<file path="config.mk">
export PLATFORM = sky130hd
export DESIGN_NAME = fp_err_report
export DESIGN_NICKNAME = d
export VERILOG_FILES = /design/src/rtl/fperr_pkg.sv /design/src/rtl/fperr_core.sv /design/src/rtl/fperr_drive.sv /design/src/rtl/fperr_busy_latch.sv /design/src/rtl/fp_err_report.sv
export SDC_FILE = /design/constraint.sdc
export NUM_CORES = 1
export LEC_CHECK = 0
export BUFFER_PORTS_ARGS = -buffer_cell sky130_fd_sc_hd__buf_4
export CAP_MARGIN = 20
export CORE_AREA = 2 2 39 41
export DETAILED_ROUTE_END_ITERATION = 10
export DIE_AREA = 0 0 41 43
export PLACE_DENSITY = 0.59
export SETUP_SLACK_MARGIN = 0.3
export SLEW_MARGIN = 15
export SYNTH_ARGS = -nofsm -noshare
export SYNTH_HDL_FRONTEND = slang
export SYNTH_SLANG_ARGS = --single-unit
</file>
<file path="constraint.sdc">
create_clock -name clk -period 1.1 [get_ports clk]
set_clock_uncertainty 0.05 [all_clocks]
set_input_delay 0.22 -clock clk [delete_from_list [all_inputs] [get_ports clk]]
set_output_delay 0.22 -clock clk [all_outputs]
set_load 0.05 [all_outputs]
</file>
<file path="src/rtl/fperr_pkg.sv">
package fperr_pkg;

    localparam int PSTATE_W = 3;

    typedef enum logic [1:0] {
        INSN_NONE   = 2'd0,
        INSN_WAIT   = 2'd1,
        INSN_FPCOMP = 2'd2,
        INSN_OTHER  = 2'd3
    } insn_cls_e;

    typedef enum logic [PSTATE_W-1:0] {
        PS_RUN       = 3'd0,
        PS_HALT      = 3'd1,
        PS_SHUTDOWN  = 3'd2,
        PS_STOPGRANT = 3'd3,
        PS_STOPCLK   = 3'd4,
        PS_SMM       = 3'd5
    } pstate_e;

    typedef struct packed {
        logic ferr;
        logic pend;
        logic req;
    } core_st_t;

endpackage

</file>
<file path="src/rtl/fperr_core.sv">
module fperr_core
    import fperr_pkg::*;
#(
    parameter int SRC_N      = 8,
    parameter int VEC_W      = 8,
    parameter int NUMERR_VEC = 16
) (
    input  logic             clk,
    input  logic             rst_n,
    input  logic [SRC_N-1:0] exc_i,
    input  logic             ne_i,
    input  logic             ignne_i,
    input  insn_cls_e        insn_i,
    input  logic             err_clr_i,
    input  logic             sys_clr_i,
    output logic             ferr_o,
    output logic             req_o,
    output logic [VEC_W-1:0] vec_o
);

    localparam logic [VEC_W-1:0] VEC_VAL = VEC_W'(NUMERR_VEC);

    core_st_t st_d, st_q;
    logic     err_seen;
    logic     accept;
    logic     defer;
    logic     qual;

    always_comb begin
        st_d     = st_q;
        err_seen = |exc_i;
        accept   = err_seen && (ne_i || !ignne_i);
        defer    = err_seen && ne_i;
        qual     = (insn_i == INSN_WAIT) || (insn_i == INSN_FPCOMP);

        st_d.req = st_q.pend && qual && !sys_clr_i;
        if (sys_clr_i) begin
            st_d.ferr = 1'b0;
            st_d.pend = 1'b0;
        end else begin
            st_d.ferr = (st_q.ferr && !err_clr_i) || accept;
            st_d.pend = (st_q.pend && !qual && !err_clr_i) || defer;
        end
    end

    always_ff @(posedge clk or negedge rst_n) begin
        if (!rst_n) st_q <= '0;
        else        st_q <= st_d;
    end

    assign ferr_o = st_q.ferr;
    assign req_o  = st_q.req;
    assign vec_o  = st_q.req ? VEC_VAL : '0;


    ignored_err_chk: assert property (@(posedge clk) disable iff (!rst_n)
        (!ne_i && ignne_i && !st_q.ferr) |=> !st_q.ferr && !st_q.pend || $past(st_q.pend));


    init_clear_chk: assert property (@(posedge clk) disable iff (!rst_n)
        sys_clr_i |=> !st_q.ferr && !st_q.pend && !st_q.req);


    req_qual_chk: assert property (@(posedge clk) disable iff (!rst_n)
        st_q.req |-> ($past(insn_i) == INSN_WAIT) || ($past(insn_i) == INSN_FPCOMP));


    ferr_hold_chk: assert property (@(posedge clk) disable iff (!rst_n)
        (st_q.ferr && !err_clr_i && !sys_clr_i) |=> st_q.ferr);

endmodule

</file>
<file path="src/rtl/fperr_drive.sv">
module fperr_drive
    import fperr_pkg::*;
(
    input  logic                clk,
    input  logic                rst_n,
    input  logic [PSTATE_W-1:0] pstate_i,
    input  logic                hard_rst_i,
    input  logic                init_i,
    input  logic                probe_rdy_i,
    output logic                oe_o
);

    logic oe_d, oe_q;
    logic parked;

    always_comb begin
        parked = (pstate_i == PS_HALT)      || (pstate_i == PS_SHUTDOWN) ||
                 (pstate_i == PS_STOPGRANT) || (pstate_i == PS_STOPCLK);
        oe_d   = !(parked || hard_rst_i || init_i || probe_rdy_i);
    end

    always_ff @(posedge clk or negedge rst_n) begin
        if (!rst_n) oe_q <= 1'b0;
        else        oe_q <= oe_d;
    end

    assign oe_o = oe_q;


    drive_off_chk: assert property (@(posedge clk) disable iff (!rst_n)
        (hard_rst_i || init_i || probe_rdy_i || pstate_i == PS_HALT ||
         pstate_i == PS_STOPCLK) |=> !oe_q);

endmodule

</file>
<file path="src/rtl/fperr_busy_latch.sv">
module fperr_busy_latch (
    input  logic clk,
    input  logic rst_n,
    input  logic ferr_i,
    input  logic oe_i,
    input  logic clr_i,
    output logic irq_o
);

    logic irq_d, irq_q;

    always_comb begin
        if (clr_i) irq_d = 1'b0;
        else       irq_d = irq_q || (ferr_i && oe_i);
    end

    always_ff @(posedge clk or negedge rst_n) begin
        if (!rst_n) irq_q <= 1'b0;
        else        irq_q <= irq_d;
    end

    assign irq_o = irq_q;


    latch_hold_chk: assert property (@(posedge clk) disable iff (!rst_n)
        (irq_q && !clr_i) |=> irq_q);


    latch_clr_chk: assert property (@(posedge clk) disable iff (!rst_n)
        clr_i |=> !irq_q);

endmodule

</file>
<file path="src/rtl/fp_err_report.sv">
module fp_err_report
    import fperr_pkg::*;
#(
    parameter int SRC_N        = 8,
    parameter int VEC_W        = 8,
    parameter int NUMERR_VEC   = 16,
    parameter bit HAS_ATLATCH  = 1'b1
) (
    input  logic             clk,
    input  logic             rst_n,
    input  logic [SRC_N-1:0] fp_exc_i,
    input  logic             ne_ctl_i,
    input  logic             ignne_i,
    input  logic [1:0]       insn_class_i,
    input  logic             err_clear_i,
    input  logic             latch_wr_clr_i,
    input  logic [2:0]       pwr_state_i,
    input  logic             cpu_reset_i,
    input  logic             cpu_init_i,
    input  logic             probe_rdy_i,
    output logic             ferr_o,
    output logic             ferr_oe_o,
    output logic             numerr_req_o,
    output logic [VEC_W-1:0] numerr_vec_o,
    output logic             irq13_o
);

    logic sys_clr;
    logic ferr_lvl;
    logic oe;

    assign sys_clr = cpu_reset_i || cpu_init_i;

    fperr_core #(
        .SRC_N      (SRC_N),
        .VEC_W      (VEC_W),
        .NUMERR_VEC (NUMERR_VEC)
    ) u_core (
        .clk       (clk),
        .rst_n     (rst_n),
        .exc_i     (fp_exc_i),
        .ne_i      (ne_ctl_i),
        .ignne_i   (ignne_i),
        .insn_i    (insn_cls_e'(insn_class_i)),
        .err_clr_i (err_clear_i),
        .sys_clr_i (sys_clr),
        .ferr_o    (ferr_lvl),
        .req_o     (numerr_req_o),
        .vec_o     (numerr_vec_o)
    );

    fperr_drive u_drive (
        .clk         (clk),
        .rst_n       (rst_n),
        .pstate_i    (pwr_state_i),
        .hard_rst_i  (cpu_reset_i),
        .init_i      (cpu_init_i),
        .probe_rdy_i (probe_rdy_i),
        .oe_o        (oe)
    );

    generate
        if (HAS_ATLATCH) begin : g_latch
            fperr_busy_latch u_latch (
                .clk   (clk),
                .rst_n (rst_n),
                .ferr_i(ferr_lvl),
                .oe_i  (oe),
                .clr_i (latch_wr_clr_i),
                .irq_o (irq13_o)
            );
        end else begin : g_no_latch
            assign irq13_o = 1'b0;
        end
    endgenerate

    assign ferr_o    = ferr_lvl;
    assign ferr_oe_o = oe;


    no_trap_nat_chk: assert property (@(posedge clk) disable iff (!rst_n)
        (!ne_ctl_i && !numerr_req_o && insn_class_i == 2'd0) |=> !numerr_req_o);

endmodule

</file>
==> results of run 1 <==
-- state kept, by name (all words and copies together), names as in the netlist --
signal / count
g_latch.u_latch.irq_o: 1
u_core.ferr_o: 1
u_core.req_o: 1
u_core.st_q: 1
u_drive.oe_o: 1
-- logic make-up (layout without fill, tap and decap cells) --
logic type      after synthesis  in the layout  share of synthesized area
buf+inv                       9             33                     0.2161
other cells                   1              7                    0.01270
compound gates                4              4                    0.08047
simple gates                 11             11                     0.2077
xor+xnor                      2              2                    0.05933
flops                         5              5                     0.4237
-- what timing repair did --
item                       CTS  global route
setup endpoints to repair    7             8
hold endpoints to repair     5             0
buffers inserted             1             0
pin swaps                    2             0
gates cloned                 0             0
resized for setup           11             4
hold buffers                 1             0
-- metrics by stage --
step           utilization  instance area, sq um  setup WS, ns  hold WS [ns]
5_1_grt             0.4231                 585.6     -0.001297       0.07570
3_5_place_dp        0.3472                 480.5       -0.1403      -0.02485
2_1_floorplan            -                 325.3      0.002506       -0.1256
4_1_cts             0.4096                 566.8       0.01718       0.06709
3_3_place_gp        0.3472                 480.5       -0.1318      -0.02572
6_report            0.4231                 585.6       0.01140       0.06772
-- placed cells by master (no fill, tap or decap) --
master	n
a21oi_2	1
and3_1	1
buf_4	18
buf_6	7
buf_8	2
clkbuf_1	1
clkbuf_4	3
conb_1	7
dfrtp_1	1
dfrtp_2	4
dlygate4sd3_1	1
inv_1	1
nand2_1	2
nand3b_1	1
nor2_1	3
nor2_4	1
nor4_1	1
o21ai_0	1
o21ai_1	1
o32ai_2	1
or4_4	2
xnor2_1	1
xor2_1	1
-- metal layers --
| layer | share of wire | global-route usage | up-vias |
|---|---|---|---|
| met5 | 0 | 0 | - |
| met4 | 0.045 | 0.1200 | 0 |
| met3 | 0.12 | 0.03141 | 4 |
| met2 | 0.51 | 0.1344 | 27 |
| met1 | 0.33 | 0.08170 | 139 |
| li1 | - | - | 153 |
-- layout make-up --
class	instances	share of cell area
clock buffer	4	0.04487
inverter	1	0.006410
multi-input combinational	24	0.2585
sequential	5	0.2222
tap	16	0.03419
timing repair buffer	28	0.4338
-- power by group through the flow --
stage                     Combinational [mW]  Sequential [mW]  Clock, mW
after CTS                              0.177            0.196      0.224
after global routing                   0.194            0.197      0.232
final                                  0.183            0.197      0.220
after global placement                 0.159            0.198          0
after floorplan                       0.0919            0.213          0
after detailed placement               0.159            0.198          0
-- worst min-delay path by stage --
stage / slack [ns] / from / cells past startpoint / end
after floorplan: -0.13 / rst_n / 0 / g_latch.u_latch.irq_o
after global placement: -0.03 / rst_n / 1 / u_core.st_q[1]
after detailed placement: -0.02 / rst_n / 1 / u_core.st_q[1]
after CTS: 0.07 / latch_wr_clr_i / 2 / g_latch.u_latch.irq_o
after global routing: 0.08 / probe_rdy_i / 2 / u_drive.oe_o
final: 0.07 / latch_wr_clr_i / 2 / g_latch.u_latch.irq_o
==> flow_summary.toml, run 1 <==
[critical_path]
required_ns = 0.83
max_stage_delay_ns = 0.42
startpoint = "u_core.ferr_o"
path_depth = 1
reg2reg_slack_ns = 0.25
path_class = "reg -> out"
startpoint_type = "flip-flop"
r2r-end = "g_latch.u_latch.irq_o"
worstRegToRegCells = 3
path_cells = "buf_8"
crit_buf_inv = 1
cp.arrival_ns = 0.82
r2r-start = "u_core.ferr_o"
cp_slowest_cell = "dfrtp_2"
cp_top_family = "flip-flops"
crit_path_end = "ferr_o"
worst-path-max-fanout = 2
end_kind = "output pin"

[yosys]
synth_warnings = 0
yosysMostFrequentCell = "buf_4"
synth_seq_cells = 5
synthCells = 32
avgSynthCellArea_sq_um = 9.228
ys.flop_type = "dfrtp_1"
synth_area_sq_um = 295.3
synthTopCellsByArea = "dfrtp_1 (42%), buf_4 (20%), nor2_1 (5.1%)"
yosysTopAreaCell = "dfrtp_1"
synth_commonest_cells = "buf_4 (8), dfrtp_1 (5), nor2_1 (4)"
synth-edff-count = 0
yosysSeqAreaShare = 0.4237
ys_types = 17
synthArstFlopShare = 1.000
synth_top_area_share = 0.4237

[die]
fp.dieH_microns = 43
chipWidth_microns = 41
fp.coreArea_sq_mm = 0.001384
die_area_sq_mm = 0.001763
row_count = 14
start_util = 0.2134
num_io_pins = 34

[pwr]
power.density_mw_per_mm2 = 1025
ir_worst_vdd_mv = 0.3646
p_leak_nw = 0.2868
power_frac_seq = 0.328
pwr-share-comb = 0.305
swShare = 0.3170
p_int_uw = 409.8
clkPwrFrac = 0.367
switchingPower_uw = 190.2
power_uw = 600.0

[sta]
fin_setup_tns_ns = 0
fin_crit_ns = 1.089
max_freq_mhz = 918.6
setup_viol = 0
finalHoldViolations = 0
fin_crit_sh = 0.9896
slew_violations = 0
rsz0062_at_grt = "yes"

[place]
gp_congestion = 0.6295
dp_cells = 72
numPortBuffers = 26

[cells_and_area]
regArea_sq_um = 130.1
n_antenna_cell = 0
finalNonFillerCells = 78
nNetsFinal = 85
fill_cells = 145
area_delta_synth_final_pct = 98.31
layout-drive-gt1-share = 0.6290
multi_input_area_sq_um = 151.4

[grt]
overflow = 0
grtUsageTotal = 0.09284
grt_pass1_vias = 288
antenna_found_initial = 0
grt_start_max_net_pins = 6
grt_pass1_wl_mm = 1.021

[cts]
root_buffer = "clkbuf_4"
htreeDepth = 1
cts.reportedPaths.clkPinSlew_ns = 0.04
cts_tree = "built"
clock_path_buffers = 2
cts_buffers = 3
clk_latency_ns = 0.25
cts.sinks = 5

[min_path]
hp-class = "in -> reg"

[drt]
ant_nets = 0
finalWirelength_microns = 730
drc = 0
wire_per_inst_microns = 9.359
first_iter_violations = 2
routed_via_density = 4.141
num_vias = 323
first_pass_iters = 3

[flow_run]
cap_violations = 0

[status]
status = "finished clean"
No activity file was read; power rests on OpenSTA's default activity.
==> run 2, diff against run 1 <==
--- a/config.mk
+++ b/config.mk
@@ -11,6 +11,7 @@
 export DETAILED_ROUTE_END_ITERATION = 10
 export DIE_AREA = 0 0 41 43
 export PLACE_DENSITY = 0.59
+export REMOVE_ABC_BUFFERS = 1
 export SETUP_SLACK_MARGIN = 0.3
 export SLEW_MARGIN = 15
 export SYNTH_ARGS = -nofsm -noshare
==> flow_summary.toml, run 2 (synthesis gave the netlist of run 1 again) <==
[die]
start_util = 0.2134
num_io_pins = 34
die_area_sq_mm = 0.001763
fp.coreArea_sq_mm = 0.001384
chipWidth_microns = 41
row_count = 14
fp.dieH_microns = 43

[cells_and_area]
area_delta_synth_final_pct = 92.80
fill_cells = 143
layout-drive-gt1-share = 0.5645
final_cell_mix = "buf_4 (19), buf_6 (8), conb_1 (7)"
final_common_cell = "buf_4"
n_antenna_cell = 0
nNetsFinal = 85

[flow_run]
cap_violations = 0

[place]
numPortBuffers = 26
pre_cts_slack_ns = -0.1596
gp_congestion = 0.6349

[critical_path]
end_kind = "output pin"
reg2reg_slack_ns = 0.24
cp_top_family = "flip-flops"
worst-path-max-fanout = 2
required_ns = 0.83
path_cells = "buf_6"
cp.arrival_ns = 0.79
cp_slowest_cell = "dfrtp_1"
crit_buf_inv = 1
max_stage_delay_ns = 0.39
r2r-start = "u_core.ferr_o"
path_class = "reg -> out"
worstRegToRegCells = 3
r2r-end = "g_latch.u_latch.irq_o"
startpoint_type = "flip-flop"

[sta]
rsz0062_at_grt = "yes"
setup_viol = 0
fin_crit_ns = 1.060
finalHoldViolations = 0
slew_violations = 0
hold-worst-slack_ns = 0.07848
fin_ws_ns = 0.04020
max_freq_mhz = 943.6
fin_crit_sh = 0.9635

[grt]
overflow = 0
grt_pass1_vias = 300
grt_start_max_net_pins = 6
grtUsageTotal = 0.09970
antenna_found_initial = 0
grt_pass1_wl_mm = 1.110

[cts]
root_buffer = "clkbuf_4"
cts.reportedPaths.clkPinSlew_ns = 0.05
clock_path_buffers = 2
cts_tree = "built"
cts.sinks = 5
htreeDepth = 1
cts_buffers = 3
clk_latency_ns = 0.24

[min_path]
worstHoldStart = "latch_wr_clr_i"
worstHoldPathCells = 2
hp-class = "in -> reg"
holdPathEnd = "g_latch.u_latch.irq_o"

[pwr]
swShare = 0.3101
p_int_uw = 404.9
power_frac_seq = 0.332
switchingPower_uw = 182.0
p_leak_nw = 0.2900
ir_worst_vdd_mv = 0.4514
power.density_mw_per_mm2 = 1031
pwr-share-comb = 0.302
clkPwrFrac = 0.365

[drt]
wire_per_inst_microns = 8.410
finalWirelength_microns = 656
first_iter_violations = 0
num_vias = 316
drc = 0
first_pass_iters = 1
routed_via_density = 4.051
ant_nets = 0

[status]
status = "finished clean"
run 2: changes by cell type in the layout (fill, tap and decap cells not counted):
cell | before | now
dfrtp_1 | 1 | 5
dfrtp_2 | 4 | 0
buf_8 | 2 | 0
buf_4 | 18 | 19
buf_6 | 7 | 8
run 2: timing repair:
item / 4_1_cts / 5_1_grt
gates cloned: 0 / 0
hold buffers: 1 / 0
endpoints found under the setup margin: 7 / 8
gates resized for setup: 10 / 3
buffers inserted: 1 / 0
pin swaps: 4 / 3
hold endpoints to repair: 5 / 0
run 2: how the worst max path moves through the flow:
stage / from / endpoint / slack [ns] / cells past startpoint
detailed placement: fp_exc_i[3] / u_core.st_q[1] / -0.16 / 4
global route: u_core.req_o / numerr_req_o / -0.0003 / 1
CTS: u_core.req_o / numerr_req_o / 0.03 / 1
global placement: fp_exc_i[3] / u_core.st_q[1] / -0.15 / 4
finish: u_core.req_o / numerr_req_o / 0.04 / 1
floorplan: u_core.req_o / numerr_req_o / -0.05 / 0
run 2: layout make-up:
| type | count | area [sq um] | share of cell area |
|---|---|---|---|
| repair buffers | 28 | 242.7 | 0.4264 |
| multi-input cells | 24 | 151.4 | 0.2659 |
| flip-flops and latches | 5 | 125.1 | 0.2198 |
| clock buffers | 4 | 26.28 | 0.04615 |
| well taps | 16 | 20.02 | 0.03516 |
| inverters | 1 | 3.754 | 0.006593 |
run 2: power groups by stage:
| stage | Sequential, mW | Clock, mW | Combinational (mW) |
|---|---|---|---|
| floorplan | 0.214 | 0 | 0.0695 |
| CTS | 0.195 | 0.219 | 0.175 |
| global route | 0.195 | 0.243 | 0.190 |
| finish | 0.195 | 0.214 | 0.177 |
| detailed placement | 0.197 | 0 | 0.159 |
| global placement | 0.197 | 0 | 0.158 |
run 2: per-layer routing:
| layer | GRT usage | part of all wire | up-vias |
|---|---|---|---|
| met5 | 0 | 0 | - |
| met1 | 0.1006 | 0.36 | 135 |
| met4 | 0.1000 | 0.026 | 0 |
| met3 | 0.04712 | 0.12 | 2 |
| li1 | - | - | 153 |
| met2 | 0.1375 | 0.50 | 26 |
run 2: per-stage QoR:
stage / instances / TNS, ns / instance area [sq um] / util / total power, mW
final: 78 / 0 / 569.3 / 0.4114 / 0.5869
after floorplan: 30 / -0.1203 / 257.7 / - / 0.2834
after detailed placement: 72 / -0.3091 / 473.0 / 0.3418 / 0.3562
after CTS: 78 / 0 / 558.0 / 0.4033 / 0.5892
after global routing: 78 / -0.0002623 / 569.3 / 0.4114 / 0.6286
after global placement: 72 / -0.2865 / 473.0 / 0.3418 / 0.3555
==> run 3, diff against run 2 <==
--- a/config.mk
+++ b/config.mk
@@ -12,7 +12,6 @@
 export DIE_AREA = 0 0 41 43
 export PLACE_DENSITY = 0.59
 export REMOVE_ABC_BUFFERS = 1
-export SETUP_SLACK_MARGIN = 0.3
 export SLEW_MARGIN = 15
 export SYNTH_ARGS = -nofsm -noshare
 export SYNTH_HDL_FRONTEND = slang
==> flow_summary.toml, run 3 (synthesis gave the netlist of run 1 again) <==
[status]
status = "finished clean"

[grt]
grt_pass1_wl_mm = 1.035
grtUsageTotal = 0.09466
grt_pass1_vias = 281
grt_start_max_net_pins = 6
overflow = 0
antenna_found_initial = 0

[drt]
ant_nets = 0
first_pass_iters = 2
first_iter_violations = 1
finalWirelength_microns = 646
wire_per_inst_microns = 8.282
num_vias = 311
drc = 0
routed_via_density = 3.987

[cells_and_area]
final_cell_mix = "buf_4 (25), conb_1 (7), dfrtp_1 (5)"
nNetsFinal = 85
layout-drive-gt1-share = 0.5000
final_common_cell = "buf_4"
stdcell_area_sq_um = 524.3
area_delta_synth_final_pct = 77.54
n_antenna_cell = 0

[place]
gp_congestion = 0.6349
pre_cts_slack_ns = -0.1596
numPortBuffers = 26
post_dp_cell_area_sq_um = 473.0

[cts]
cts.sinks = 5
cts_tree = "built"
htreeDepth = 1
cts_buffers = 3
clock_path_buffers = 2
root_buffer = "clkbuf_4"
cts.reportedPaths.clkPinSlew_ns = 0.04
clk_latency_ns = 0.24

[pwr]
power_uw = 575.4
p_leak_nw = 0.2798
power.density_mw_per_mm2 = 1098
ir_worst_vdd_mv = 0.4263

[critical_path]
worst-path-max-fanout = 3
end_kind = "output pin"
path_cells = "buf_6"
crit_buf_inv = 1
path_depth = 1
path_class = "reg -> out"
startpoint_type = "flip-flop"
required_ns = 0.83
cp_slowest_cell = "dfrtp_1"
max_stage_delay_ns = 0.40
cp_top_family = "flip-flops"
cp.arrival_ns = 0.80
worstRegToRegCells = 3

[die]
chipWidth_microns = 41
start_util = 0.2134
num_io_pins = 34
row_count = 14
fp.dieH_microns = 43
die_area_sq_mm = 0.001763
fp.coreArea_sq_mm = 0.001384

[sta]
hold-worst-slack_ns = 0.07879
rsz0062_at_grt = "yes"
fin_crit_sh = 0.9715
fin_setup_tns_ns = 0
setup_viol = 0
fin_ws_ns = 0.03133
slew_violations = 0
fin_crit_ns = 1.069
max_freq_mhz = 935.7
finalHoldViolations = 0

[flow_run]
cap_violations = 0

[min_path]
worstHoldPathCells = 2
hp-class = "in -> reg"
-- run 3: cell type report --
type | instances | area, sq um
Fill cell | 146 | 859.6
Multi-Input combinational cell | 24 | 128.9
Sequential cell | 5 | 125.1
Inverter | 1 | 3.754
Timing Repair Buffer | 28 | 220.2
Clock buffer | 4 | 26.28
Tap cell | 16 | 20.02
-- run 3: final timing paths --
path | slack (ns) | start | end
setup / recovery | 0.03 | u_core.ferr_o | ferr_o
max in group asynchronous | 0.63 | rst_n | g_latch.u_latch.irq_o
min in group asynchronous | 0.26 | rst_n | u_core.req_o
hold / removal | 0.08 | latch_wr_clr_i | g_latch.u_latch.irq_o
setup reg to reg | 0.27 | u_core.ferr_o | u_core.ferr_o
hold reg to reg | 0.46 | u_core.st_q[1] | u_core.req_o
-- run 3: report_power, final --
part | internal (mW) | total (mW) | switching (mW)
clock network | 0.137 | 0.214 | 0.0769
logic | 0.0700 | 0.167 | 0.0966
registers | 0.191 | 0.195 | 0.00408
total | 0.398 | 0.575 | 0.178
-- run 3: what timing repair did --
action / CTS / global route
endpoints found under the hold margin: 5 / 0
pin swaps: 0 / 0
setup endpoints to repair: 1 / 4
setup buffers: 0 / 1
hold buffers: 1 / 0
resized for setup: 1 / 1
-- run 3: layer usage --
layer,global-route usage,up-vias,wire length [microns]
met5,0,-,0
met4,0.1000,0,17
met3,0.04712,2,80
met2,0.1250,26,311
met1,0.09740,131,237
li1,-,152,-
-- run 3: per-stage QoR --
step | utilization | cells
4_1_cts | 0.3707 | 77
5_1_grt | 0.3788 | 78
6_report | 0.3788 | 78
3_5_place_dp | 0.3418 | 72
3_3_place_gp | 0.3418 | 72
2_1_floorplan | - | 30
